$ cat config.mk
export PLATFORM = sky130hd
export DESIGN_NAME = llsc_resv_unit
export DESIGN_NICKNAME = d
export VERILOG_FILES = /design/src/rtl/llsc_pkg.sv /design/src/rtl/llsc_decode.sv /design/src/rtl/llsc_resv_reg.sv /design/src/rtl/llsc_seq.sv /design/src/rtl/llsc_resv_unit.sv
export SDC_FILE = /design/constraint.sdc
export NUM_CORES = 1
export LEC_CHECK = 0
export ABC_AREA = 1
export BUFFER_PORTS_ARGS = -buffer_cell sky130_fd_sc_hd__buf_2
export CAP_MARGIN = 20
export CORE_UTILIZATION = 25
export CTS_BUF_LIST = sky130_fd_sc_hd__clkbuf_16
export CTS_CLUSTER_SIZE = 12
export DETAILED_ROUTE_END_ITERATION = 6
export GPL_ROUTABILITY_DRIVEN = 1
export GPL_TIMING_DRIVEN = 1
export PLACE_DENSITY = 0.4
export SLEW_MARGIN = 20
export SYNTH_ARGS = -nofsm -noshare
export SYNTH_HDL_FRONTEND = slang
export SYNTH_SLANG_ARGS = --single-unit
$ cat constraint.sdc
create_clock -name clk -period 5 [get_ports clk]
set_clock_uncertainty 0.05 [all_clocks]
set_input_delay 1.25 -clock clk [delete_from_list [all_inputs] [get_ports clk]]
set_output_delay 1.25 -clock clk [all_outputs]
set_load 0.01 [all_outputs]
$ cat src/rtl/llsc_pkg.sv
package llsc_pkg;
    localparam int XLEN  = 32;
    localparam int OPC_W = 6;
    localparam int IMM_W = 16;
    localparam int OPC_LSB = XLEN - OPC_W;

    localparam logic [OPC_W-1:0] OPC_LOAD_ATOMIC  = 6'h1B;
    localparam logic [OPC_W-1:0] OPC_STORE_ATOMIC = 6'h33;

    localparam logic [XLEN-1:0] NO_RESV = '1;

    typedef enum logic [1:0] {
        OP_NONE,
        OP_LOAD,
        OP_STORE
    } atom_op_e;

    typedef enum logic [2:0] {
        SQ_IDLE,
        SQ_LD_RD,
        SQ_ST_RD,
        SQ_LD_FIN,
        SQ_ST_FIN
    } seq_state_e;

    typedef struct packed {
        atom_op_e        op;
        logic [XLEN-1:0] ea;
        logic [XLEN-1:0] wdata;
    } atom_req_t;

    typedef struct packed {
        logic [XLEN-1:0] addr;
        logic [XLEN-1:0] value;
    } resv_t;

    function automatic logic [XLEN-1:0] sext_imm(input logic [IMM_W-1:0] imm);
        return {{(XLEN-IMM_W){imm[IMM_W-1]}}, imm};
    endfunction
endpackage

$ cat src/rtl/llsc_decode.sv
module llsc_decode
    import llsc_pkg::*;
(
    input  logic            ex_valid,
    input  logic            accept_en,
    input  logic [XLEN-1:0] insn,
    input  logic [XLEN-1:0] base,
    input  logic [XLEN-1:0] src,
    output atom_req_t       req
);
    logic [IMM_W-1:0] imm_ld;
    logic [IMM_W-1:0] imm_st;
    logic             unused_fields;

    assign imm_ld        = insn[IMM_W-1:0];
    assign imm_st        = {insn[25:21], insn[10:0]};
    assign unused_fields = ^insn[20:16];

    always_comb begin
        req.op    = OP_NONE;
        req.ea    = base + sext_imm(imm_ld);
        req.wdata = src;
        if (ex_valid && accept_en) begin
            case (insn[XLEN-1:OPC_LSB])
                OPC_LOAD_ATOMIC: begin
                    req.op = OP_LOAD;
                end
                OPC_STORE_ATOMIC: begin
                    req.op = OP_STORE;
                    req.ea = base + sext_imm(imm_st);
                end
                default: req.op = OP_NONE;
            endcase
        end
    end
endmodule

$ cat src/rtl/llsc_resv_reg.sv
module llsc_resv_reg
    import llsc_pkg::*;
(
    input  logic            clk,
    input  logic            rst,
    input  logic            clr,
    input  logic            cap,
    input  logic [XLEN-1:0] cap_addr,
    input  logic [XLEN-1:0] cap_value,
    input  logic            inv,
    output resv_t           resv
);
    always_ff @(posedge clk) begin
        if (rst) begin
            resv.addr  <= NO_RESV;
            resv.value <= '0;
        end else begin
            if (cap) begin
                resv.value <= cap_value;
            end
            if (clr || inv) begin
                resv.addr <= NO_RESV;
            end else if (cap) begin
                resv.addr <= cap_addr;
            end
        end
    end
endmodule

$ cat src/rtl/llsc_seq.sv
module llsc_seq
    import llsc_pkg::*;
(
    input  logic            clk,
    input  logic            rst,
    input  atom_req_t       req,
    input  resv_t           resv,
    input  logic [XLEN-1:0] mem_rdata,
    output logic            mem_req,
    output logic            mem_we,
    output logic [XLEN-1:0] mem_addr,
    output logic [XLEN-1:0] mem_wdata,
    output logic            busy,
    output logic            ld_done,
    output logic [XLEN-1:0] ld_data,
    output logic            flag_we,
    output logic            flag_val,
    output logic            cap,
    output logic [XLEN-1:0] cap_addr,
    output logic [XLEN-1:0] cap_value,
    output logic            inv
);
    seq_state_e      state_q, state_d;
    logic [XLEN-1:0] addr_q, addr_d;
    logic [XLEN-1:0] wdat_q, wdat_d;
    logic [XLEN-1:0] ld_q, ld_d;
    logic            res_q, res_d;
    logic            hit;

    assign hit = (resv.addr != NO_RESV) && (req.ea == resv.addr);

    always_comb begin
        state_d   = state_q;
        addr_d    = addr_q;
        wdat_d    = wdat_q;
        ld_d      = ld_q;
        res_d     = res_q;
        mem_req   = 1'b0;
        mem_we    = 1'b0;
        mem_addr  = req.ea;
        mem_wdata = wdat_q;
        cap       = 1'b0;
        cap_addr  = addr_q;
        cap_value = mem_rdata;
        inv       = 1'b0;
        case (state_q)
            SQ_IDLE: begin
                if (req.op == OP_LOAD) begin
                    mem_req = 1'b1;
                    addr_d  = req.ea;
                    state_d = SQ_LD_RD;
                end else if (req.op == OP_STORE) begin
                    addr_d = req.ea;
                    wdat_d = req.wdata;
                    if (hit) begin
                        mem_req = 1'b1;
                        state_d = SQ_ST_RD;
                    end else begin
                        inv     = 1'b1;
                        res_d   = 1'b0;
                        state_d = SQ_ST_FIN;
                    end
                end
            end
            SQ_LD_RD: begin
                cap     = 1'b1;
                ld_d    = mem_rdata;
                state_d = SQ_LD_FIN;
            end
            SQ_ST_RD: begin
                inv      = 1'b1;
                mem_addr = addr_q;
                if (mem_rdata == resv.value) begin
                    mem_req = 1'b1;
                    mem_we  = 1'b1;
                    res_d   = 1'b1;
                end else begin
                    res_d   = 1'b0;
                end
                state_d = SQ_ST_FIN;
            end
            SQ_LD_FIN: state_d = SQ_IDLE;
            SQ_ST_FIN: state_d = SQ_IDLE;
            default:   state_d = SQ_IDLE;
        endcase
    end

    always_ff @(posedge clk) begin
        if (rst) begin
            state_q <= SQ_IDLE;
            addr_q  <= '0;
            wdat_q  <= '0;
            ld_q    <= '0;
            res_q   <= 1'b0;
        end else begin
            state_q <= state_d;
            addr_q  <= addr_d;
            wdat_q  <= wdat_d;
            ld_q    <= ld_d;
            res_q   <= res_d;
        end
    end

    assign busy     = (state_q != SQ_IDLE);
    assign ld_done  = (state_q == SQ_LD_FIN);
    assign ld_data  = ld_q;
    assign flag_we  = (state_q == SQ_ST_FIN);
    assign flag_val = res_q;
endmodule

$ cat src/rtl/llsc_resv_unit.sv
module llsc_resv_unit
    import llsc_pkg::*;
(
    input  logic            clk,
    input  logic            rst,
    input  logic            ex_valid,
    input  logic [XLEN-1:0] ex_insn,
    input  logic [XLEN-1:0] ex_base,
    input  logic [XLEN-1:0] ex_src,
    output logic            busy,
    output logic            ld_done,
    output logic [XLEN-1:0] ld_data,
    output logic            flag_we,
    output logic            flag_val,
    input  logic            exc_enter,
    input  logic            exc_return,
    input  logic            mmu_fault,
    output logic            mem_req,
    output logic            mem_we,
    output logic [XLEN-1:0] mem_addr,
    output logic [XLEN-1:0] mem_wdata,
    input  logic [XLEN-1:0] mem_rdata
);
    atom_req_t       req;
    resv_t           resv;
    logic            cap;
    logic            inv;
    logic [XLEN-1:0] cap_addr;
    logic [XLEN-1:0] cap_value;
    logic            clr;
    logic [XLEN-1:0] lock_addr;

    assign clr       = exc_enter | exc_return | mmu_fault;
    assign lock_addr = resv.addr;

    llsc_decode u_dec (
        .ex_valid  (ex_valid),
        .accept_en (!busy),
        .insn      (ex_insn),
        .base      (ex_base),
        .src       (ex_src),
        .req       (req)
    );

    llsc_resv_reg u_resv (
        .clk       (clk),
        .rst       (rst),
        .clr       (clr),
        .cap       (cap),
        .cap_addr  (cap_addr),
        .cap_value (cap_value),
        .inv       (inv),
        .resv      (resv)
    );

    llsc_seq u_seq (
        .clk       (clk),
        .rst       (rst),
        .req       (req),
        .resv      (resv),
        .mem_rdata (mem_rdata),
        .mem_req   (mem_req),
        .mem_we    (mem_we),
        .mem_addr  (mem_addr),
        .mem_wdata (mem_wdata),
        .busy      (busy),
        .ld_done   (ld_done),
        .ld_data   (ld_data),
        .flag_we   (flag_we),
        .flag_val  (flag_val),
        .cap       (cap),
        .cap_addr  (cap_addr),
        .cap_value (cap_value),
        .inv       (inv)
    );
endmodule

==> impl_metrics.json, run 1 <==
{
  "wl_um": 46500,
  "postSynthCellCount": 1906,
  "endpoint_kind": "primary output",
  "slew-limit-headroom_pct": 39.5,
  "violations": "negative setup slack",
  "power.total_uw": 3830,
  "drt_iter0_drc": 693,
  "yosys_most_used_dff": "dfxtp_1",
  "rr_startpoint": "u_seq.state_q[2]$_SDFFE_PP0P_",
  "fmax_mhz": 194,
  "ys_seq_elements": 132,
  "ys_types": 46,
  "postLayoutCellArea_sq_mm": 0.0169,
  "post-route-min-period_ps": 5160,
  "max_cap_viol_count": 0,
  "cts_max_level": 4,
  "slew_viol_final": 0,
  "yosys_warnings": 0,
  "leakage_uw": 0.00893,
  "crit_type": "in2out",
  "synth_edf_count": 0,
  "hold_violations": 0,
  "utilization_pct": 37.3,
  "max-clock-path-buffers": 2,
  "antenna_found_initial": 0,
  "avgSynthCellArea_sq_um": 6.01,
  "core_area_sq_mm": 0.0453,
  "syn2layout_area_growth_pct": 47.3,
  "ff2ff_path_depth": 14,
  "die-area_sq_mm": 0.0467,
  "die_width_um": 216,
  "hold_path.class": "reg2reg",
  "async_flop_share_pct": 0,
  "synth.most_common_cell": "nand2_1",
  "arrival_ps": 3860,
  "grt_max_degree": 93,
  "cp-endpoint": "mem_req",
  "rrSetupSlack_ps": 1530,
  "start_util_pct": 25.3,
  "outcome": "complete, but fails checks",
  "final_antenna_net_count": 0,
  "vias_per_cell": 4.53,
  "clk_latency_ps": 440,
  "ctsHoldBuffers": 0,
  "netlist_area_sq_mm": 0.0115,
  "synth_commonest_cells": "nand2_1 (527), inv_1 (297), nor2_1 (209)",
  "power.density_mw_per_mm2": 227,
  "crit_fanout": 4,
  "rows": 78,
  "dr.pass1.iters": 5,
  "gr-usage-all-layers_pct": 19.7,
  "path_clk_slew_ps": 50,
  "reg2reg_to": "u_seq.mem_wdata[21]$_SDFFE_PP0P_",
  "start_kind": "input pin",
  "dp_hpwl_um": 37400,
  "grt_overflow": 0,
  "drive_gt1_share_pct": 36.2,
  "startpoint": "ex_insn[0]",
  "cts-root-buf": "clkbuf_16",
  "post_dp_cell_area_sq_mm": 0.0148,
  "routedWlPerCell_um": 15.8,
  "setup_slack_ps": -155,
  "rsz0062_at_grt": "yes",
  "vias": 13300,
  "n_antenna_cell": 0,
  "period_share_pct": 103,
  "synth_nets": 2094,
  "tritoncts": "built",
  "pin_count": 236,
  "tightest_slew_ps": 902,
  "ys_seq_area_share_pct": 23.1,
  "yosys.area.top_type_share_pct": 23.1,
  "grt_pass1_vias": 12800,
  "numClockSinks": 132,
  "yosys-top-cells-area": "dfxtp_1 (23%), nand2_1 (17%), inv_1 (9.7%)",
  "ir_worst_vdd_mv": 0.236,
  "yosys.area.top_type": "dfxtp_1",
  "tns_ps": -155,
  "fill_cells": 5024,
  "cts_made_buffers": 17,
  "nNetsFinal": 2520,
  "grt_pass1_wl_um": 71100,
  "gp_congestion": 0.880,
  "setup_violations": 1,
  "pre_cts_ws_ps": -525,
  "drcViolationCount": 0,
  "required_ps": 3700,
  "place.port_buffers": 230,
  "die_h_um": 216
}
-- timing repair --
item / CTS / global route
endpoints found under the setup margin: 8 / 6
gates resized for setup: 126 / 163
pin swaps: 29 / 61
buffers inserted: 7 / 10
-- area by class of cell --
type | count | area [sq um] | share of cell area [%]
Clock buffer | 17 | 425 | 2.52
Clock inverter | 13 | 185 | 1.10
Inverter | 310 | 1160 | 6.90
Multi-Input combinational cell | 1378 | 8440 | 50.0
Sequential cell | 132 | 2640 | 15.7
Tap cell | 600 | 751 | 4.45
Timing Repair Buffer | 493 | 3270 | 19.4
-- registers in the layout, indices dropped and copies added, names as in the netlist --
signal,flops
u_seq.ld_data,32
u_seq.flag_val,1
u_seq.state_q,3
u_seq.mem_wdata,32
u_seq.cap_addr,32
u_resv.resv,32
-- metrics by stage --
stage                     std cells  hold slack, ps
after floorplan                1906             395
after global placement         2896             415
after detailed placement       2896             425
after CTS                      2933             434
after global routing           2943             466
final                          2943             434
-- logic make-up after synthesis --
family	count (synthesis)	synth area share (%)
flip-flops	132	23.1
AND/OR/NAND/NOR	1019	38.7
XOR/XNOR	33	2.64
AO/OA/AOI/OAI	272	14.9
buffers and inverters	396	14.6
adder cells (fa/ha/maj)	54	5.97
-- how the worst min path moves through the flow --
stage                                   startpoint                              to  depth (start not counted)
floorplan           u_seq.cap_addr[0]$_SDFFE_PP0P_  u_seq.cap_addr[0]$_SDFFE_PP0P_                          2
global placement    u_seq.cap_addr[0]$_SDFFE_PP0P_  u_seq.cap_addr[0]$_SDFFE_PP0P_                          2
detailed placement  u_seq.ld_data[17]$_SDFFE_PP0P_  u_seq.ld_data[17]$_SDFFE_PP0P_                          2
CTS                 u_seq.ld_data[17]$_SDFFE_PP0P_  u_seq.ld_data[17]$_SDFFE_PP0P_                          2
global route        u_seq.ld_data[17]$_SDFFE_PP0P_  u_seq.ld_data[17]$_SDFFE_PP0P_                          2
finish              u_seq.cap_addr[0]$_SDFFE_PP0P_  u_seq.cap_addr[0]$_SDFFE_PP0P_                          2
-- power breakdown --
| group | internal (uW) | switching [uW] | leakage, uW |
|---|---|---|---|
| logic | 635 | 799 | 0.00757 |
| registers | 1060 | 4.20 | 0.00107 |
| clock network | 828 | 500 | 0.000295 |
-- critical path: stages --
cell      delay, ps
buf_8            70
ha_4            140
inv_2            40
fa_2            340
inv_2           100
buf_6           110
nand2_4          50
nand3_4         120
nand2_4          70
nand2_4          90
inv_2            40
or2_1           230
nand3_1          70
nand2_1          70
nor2_2          130
nand3_2         110
nor2_4          110
nand2_1          70
nor2_2          140
nand4_1         130
o211ai_1        200
buf_4           160
-- cell usage in the layout, fill, tap and decap left out, types with 18 or more instances in the layout --
| master | instances |
|---|---|
| nand2_1 | 466 |
| inv_1 | 287 |
| buf_4 | 250 |
| buf_2 | 225 |
| nor2_1 | 173 |
| o21ai_0 | 137 |
| dfxtp_1 | 132 |
| nand3_1 | 108 |
| nand2_2 | 66 |
| a21oi_1 | 65 |
| nand3_2 | 42 |
| nor2_2 | 40 |
| ha_4 | 37 |
| nand4_1 | 34 |
| o2111ai_2 | 30 |
| xnor2_1 | 20 |
| inv_2 | 20 |
| nand2_4 | 20 |
| a21oi_2 | 18 |
-- metal layers --
metal	up-vias	wire length (um)	GRT usage, %
met5	-	0	0
met4	0	801	5.75
met3	42	2220	3.14
met2	286	21100	31.8
met1	6119	22400	26.9
li1	6890	-	-
No activity file was read; power rests on OpenSTA's default activity.
==> inputs of run 2 (changes only) <==
PLACE_DENSITY = 0.53   (was 0.4)
SYNTH_HIERARCHICAL = 1   (was not set)
==> impl_metrics.json, run 2 <==
{
  "regArea_sq_mm": 0.00328,
  "min_from": "u_seq/mem_wdata[22]$_SDFFE_PP0P_",
  "drcViolationCount": 0,
  "setup_violations": 1,
  "mostFrequentLayoutCell": "nand2_1",
  "fmax_mhz": 194,
  "die_h_um": 229,
  "syn2layout_area_growth_pct": 40.8,
  "cts-root-buf": "clkbuf_16",
  "ys_types": 43,
  "slew_viol_final": 0,
  "path_clk_slew_ps": 70,
  "pwr-share-seq_pct": 32.1,
  "rr_startpoint": "u_seq/state_q[2]$_SDFFE_PP0P_",
  "required_ps": 3700,
  "yosys_most_used_dff": "dfxtp_1",
  "ff2ff_path_depth": 32,
  "netlist_area_sq_mm": 0.0129,
  "largest_reg_flops": 64,
  "yosys.area.top_type": "dfxtp_1",
  "whs_ps": 412,
  "holdPathEnd": "u_seq/mem_wdata[22]$_SDFFE_PP0P_",
  "synth.most_common_cell": "nand2_1",
  "top_register": "u_resv/resv",
  "rows": 82,
  "synth_commonest_cells": "nand2_1 (665), inv_1 (370), nor2_1 (229)",
  "min_path_cells": 2,
  "synth_nets": 2371,
  "dp_hpwl_um": 36000,
  "vias_per_cell": 4.39,
  "tritoncts": "built",
  "die_width_um": 229,
  "leakage_uw": 0.00943,
  "place.port_buffers": 230,
  "postSynthCellCount": 2182,
  "gr-usage-all-layers_pct": 17.3,
  "vias": 14200,
  "fill_cells": 5447,
  "final_cell_mix": "nand2_1 (568), inv_1 (346), buf_4 (246)",
  "crit_type": "in2out",
  "endpoint_kind": "primary output",
  "grt_max_degree": 92,
  "reg2reg_to": "u_seq/flag_val$_SDFFE_PP0P_",
  "hold_violations": 0,
  "wl_um": 46800,
  "arrival_ps": 3860,
  "power.total_uw": 4090,
  "clock_power_share_pct": 31.9,
  "tightest_slew_ps": 892,
  "clk_latency_ps": 440,
  "outcome": "complete, but fails checks",
  "grt_pass1_wl_um": 71700,
  "max_cap_viol_count": 0,
  "power.density_mw_per_mm2": 226,
  "rrSetupSlack_ps": 1120,
  "p_switching_uw": 1460,
  "grt_overflow": 0,
  "period_share_pct": 103,
  "core_area_sq_mm": 0.0505,
  "power_switching_share_pct": 35.8,
  "rsz0062_at_grt": "yes",
  "gp_congestion": 0.895,
  "antenna_found_initial": 1,
  "grt_pass1_vias": 13300,
  "drt_iter0_drc": 785,
  "cts_max_level": 4,
  "crit_fanout": 3,
  "ctsHoldBuffers": 0,
  "cts_made_buffers": 17,
  "nNetsFinal": 2749,
  "pin_count": 236,
  "slew-limit-headroom_pct": 40.5,
  "dr.pass1.iters": 5,
  "yosys-top-cells-area": "dfxtp_1 (26%), nand2_1 (19%), inv_1 (11%)",
  "synth_edf_count": 0,
  "multi_input_area_sq_mm": 0.00874,
  "max-clock-path-buffers": 2,
  "routedWlPerCell_um": 14.4,
  "yosys.area.top_type_share_pct": 25.5,
  "yosys_warnings": 6,
  "async_flop_share_pct": 0,
  "start_util_pct": 25.5,
  "power.share.combinational_pct": 36.0,
  "die-area_sq_mm": 0.0523,
  "numClockSinks": 164,
  "ys_seq_area_share_pct": 25.5,
  "violations": "negative setup slack",
  "setup_slack_ps": -164,
  "p_int_uw": 2620,
  "start_kind": "input pin",
  "hold_path.class": "reg2reg",
  "final_antenna_net_count": 0,
  "avgSynthCellArea_sq_um": 5.89,
  "drive_gt1_share_pct": 32.5,
  "post-route-min-period_ps": 5160,
  "ir_worst_vdd_mv": 0.263,
  "ys_seq_elements": 164
}
[run 2: changes by cell type after synthesis, sizes merged, moves of 18 or more]
cell / change
nand2: +119
nand3: -32
clkbuf: -19
dfxtp: +32
o2111ai: -33
nor3: +18
a21oi: +46
buf: +60
inv: +72
[run 2: kinds of logic (layout without fill, tap and decap cells)]
logic type,after synthesis,after routing,synth area share [%]
and+or+nand+nor,1113,1113,36.0
DFF,164,164,25.5
buffers and inverters,506,897,18.0
other,0,1,0
xor gates and xnor gates,45,45,3.07
adders and majority gates,55,55,5.41
AOI/OAI and AO/OA,298,298,11.9
muxes,1,1,0.0779
[run 2: repair_timing]
item | CTS | global route
gates resized for setup | 119 | 247
pin swaps | 43 | 103
buffers inserted | 18 | 19
setup endpoints to repair | 8 | 7
[run 2: how the worst max path moves through the flow]
| stage | startpoint | to | slack, ps |
|---|---|---|---|
| after CTS | ex_base[0] | mem_req | -350 |
| after global routing | ex_insn[3] | mem_req | -410 |
| after floorplan | ex_insn[0] | mem_req | 30 |
| final | ex_insn[1] | mem_req | -160 |
| after global placement | ex_insn[0] | mem_req | -690 |
| after detailed placement | ex_insn[0] | mem_req | -710 |
[run 2: per-layer routing]
metal	vias up	share of wire, %	GRT usage [%]
met5	-	0	0
met4	0	2.3	4.61
met3	50	3.7	2.27
met2	282	46	28.1
met1	6475	48	23.8
li1	7439	-	-
[run 2: critical path: stages]
cell	delay (ps)
buf_2	110
buf_4	120
ha_1	310
nand3_1	110
nand3_2	120
buf_4	150
buf_4	150
nand3_1	80
nand3b_1	110
nand2_1	70
nand2_1	60
o21ai_2	140
inv_2	60
nand2_1	60
nand2_1	60
nor2_2	90
nand2_1	80
nor2_2	90
nand2_2	90
nor2_4	110
nand2_2	60
o211ai_1	160
buf_2	190
[run 2: power by group through the flow]
stage	registers (uW)	clock network (uW)	logic, uW
final	1310	1300	1470
after global placement	1340	0	1200
after detailed placement	1340	0	1200
after global routing	1310	1410	1610
after CTS	1310	1360	1300
after floorplan	1340	0	635
[run 2: per-stage QoR]
step                      instance area, sq um  setup TNS [ps]  std cells  setup WS (ps)  utilization (%)
after floorplan                          12900               0       2182           29.2                -
after global placement                   15700            -919       3177           -686             31.0
after detailed placement                 15700           -1150       3177           -708             31.0
after CTS                                16900            -345       3226           -345             33.6
after global routing                     18100            -407       3246           -407             35.8
final                                    18100            -164       3246           -164             35.8
[run 2: area by class of cell]
type / instances / share of cell area, %
Multi-Input combinational cell: 1512 / 48.3
Sequential cell: 164 / 18.1
Clock inverter: 15 / 0.871
Clock buffer: 17 / 2.35
Timing Repair Buffer: 486 / 17.7
Inverter: 379 / 7.96
Tap cell: 672 / 4.65
Antenna cell: 1 / 0.0138
==> inputs of run 3 (changes only) <==
RECOVER_POWER = 50   (was not set)
SETUP_SLACK_MARGIN = 0.15   (was not set)
==> impl_metrics.json, run 3 (same netlist as run 2, synthesis figures left out) <==
{
  "slew-limit-headroom_pct": -73.9,
  "setup_slack_ps": -206,
  "rows": 82,
  "power.density_mw_per_mm2": 232,
  "hold_violations": 0,
  "die-area_sq_mm": 0.0523,
  "outcome": "complete, but fails checks",
  "period_share_pct": 104,
  "grt_pass1_vias": 13100,
  "power_switching_share_pct": 35.2,
  "place.port_buffers": 230,
  "dr.pass1.iters": 5,
  "core_area_sq_mm": 0.0505,
  "wl_um": 46800,
  "drt_iter0_drc": 892,
  "mostFrequentLayoutCell": "nand2_1",
  "final_antenna_net_count": 0,
  "clock_power_share_pct": 33.2,
  "violations": "max-capacitance violations, max-slew violations, negative setup slack",
  "largest_reg_flops": 64,
  "arrival_ps": 3910,
  "clk_latency_ps": 440,
  "die_width_um": 229,
  "max-clock-path-buffers": 2,
  "syn2layout_area_growth_pct": 38.0,
  "path_clk_slew_ps": 70,
  "setup_violations": 1,
  "tightest_slew_ps": 2590,
  "min_from": "u_seq/mem_wdata[13]$_SDFFE_PP0P_",
  "power.share.combinational_pct": 34.8,
  "grt_max_degree": 94,
  "grt_overflow": 0,
  "leakage_uw": 0.00898,
  "cts_max_level": 4,
  "pwr-share-seq_pct": 32.0,
  "vias": 14100,
  "min_path_cells": 2,
  "gp_congestion": 0.897,
  "crit_fanout": 4,
  "rsz0062_at_grt": "yes",
  "cts-root-buf": "clkbuf_16",
  "p_int_uw": 2660,
  "post-route-min-period_ps": 5210,
  "tns_ps": -206,
  "holdPathEnd": "u_seq/mem_wdata[13]$_SDFFE_PP0P_",
  "fmax_mhz": 192,
  "gr-usage-all-layers_pct": 17.3,
  "rrSetupSlack_ps": 380,
  "rr_startpoint": "u_seq/state_q[0]$_SDFFE_PP0P_",
  "p_switching_uw": 1450,
  "required_ps": 3700,
  "tritoncts": "built",
  "drcViolationCount": 0,
  "numClockSinks": 164,
  "ff2ff_path_depth": 5,
  "endpoint_kind": "primary output",
  "start_util_pct": 25.5,
  "cts_made_buffers": 17,
  "ir_worst_vdd_mv": 0.291,
  "postLayoutCellArea_sq_mm": 0.0177,
  "hold_path.class": "reg2reg",
  "startpoint": "ex_insn[0]",
  "final_cell_mix": "nand2_1 (587), inv_1 (350), buf_4 (216)",
  "post_dp_cell_area_sq_mm": 0.0155,
  "crit_type": "in2out",
  "max_cap_viol_count": 2,
  "vias_per_cell": 4.37,
  "pin_count": 236,
  "nNetsFinal": 2719,
  "grt_pass1_wl_um": 71500,
  "drive_gt1_share_pct": 28.1,
  "dp_hpwl_um": 35600,
  "start_kind": "input pin",
  "top_register": "u_resv/resv",
  "antenna_found_initial": 1,
  "slew_viol_final": 114,
  "reg2reg_to": "u_resv/resv[8]$_SDFFE_PP0P_",
  "routedWlPerCell_um": 14.6,
  "die_h_um": 229
}
-- run 3: cell types whose count changed in the layout (fill, tap and decap cells not counted), moves of 5 or more --
cell,change
clkbuf_1,+67
buf_2,-65
buf_4,-30
nand2_1,+19
nand2_2,-13
nand3_1,+8
buf_6,-7
nand3_2,-5
nor2_4,-5
-- run 3: timing repair --
| action | in CTS | in global routing |
|---|---|---|
| gates resized for setup | 163 | 152 |
| cloned | 0 | 2 |
| pin swaps | 41 | 63 |
| hold buffers | 0 | 0 |
| endpoints found under the setup margin | 20 | 18 |
| setup buffers | 14 | 17 |
-- run 3: critical path, stage by stage --
cell	delay, ps
buf_8	100
ha_4	160
inv_2	50
fa_2	200
inv_2	60
nand3_2	70
nand3_4	100
buf_6	150
nand2_2	80
nand3_4	90
buf_4	160
o21ai_2	120
a21oi_2	50
or2_4	260
xnor2_1	130
nand2_1	70
nor2_1	100
nand2_1	90
nor2_4	180
nand2_2	80
o211ai_1	170
buf_2	180
-- run 3: power by group through the flow --
| stage | Sequential [uW] | Combinational, uW | Clock [uW] |
|---|---|---|---|
| finish | 1310 | 1430 | 1360 |
| detailed placement | 1340 | 1180 | 0 |
| global route | 1310 | 1570 | 1470 |
| floorplan | 1340 | 637 | 0 |
| CTS | 1310 | 1320 | 1410 |
| global placement | 1340 | 1180 | 0 |
-- run 3: metal layers --
layer / vias to the layer above / GRT usage (%) / routed length, um
li1: 7387 / - / -
met1: 6378 / 23.6 / 22600
met2: 268 / 29.3 / 22000
met3: 19 / 2.05 / 1800
met4: 0 / 3.13 / 464
met5: - / 0 / 0
-- run 3: cell type report --
class | count | area, sq um
clock inverter | 15 | 185
clock buffer | 17 | 425
sequential | 164 | 3280
antenna | 1 | 2.50
multi-input combinational | 1512 | 8650
inverter | 379 | 1430
timing repair buffer | 456 | 2920
fill | 5536 | 32700
tap | 672 | 841
-- run 3: metrics by stage --
stage,util (%),setup WS (ps),power [uW],hold WS (ps),instances
2_1_floorplan,-,196,1980,386,2182
3_3_place_gp,30.7,-772,2520,396,3150
3_5_place_dp,30.7,-753,2530,399,3150
5_1_grt,35.1,-405,4350,426,3216
6_report,35.1,-206,4110,414,3216
4_1_cts,33.9,-250,4040,411,3196
-- run 3: worst max path at each step --
stage              end  slack, ps  cells after the start
2_1_floorplan  mem_req        200                     24
3_3_place_gp   mem_req       -770                     23
3_5_place_dp   mem_req       -750                     23
4_1_cts        mem_req       -250                     27
5_1_grt        mem_req       -410                     25
6_report       mem_req       -210                     22
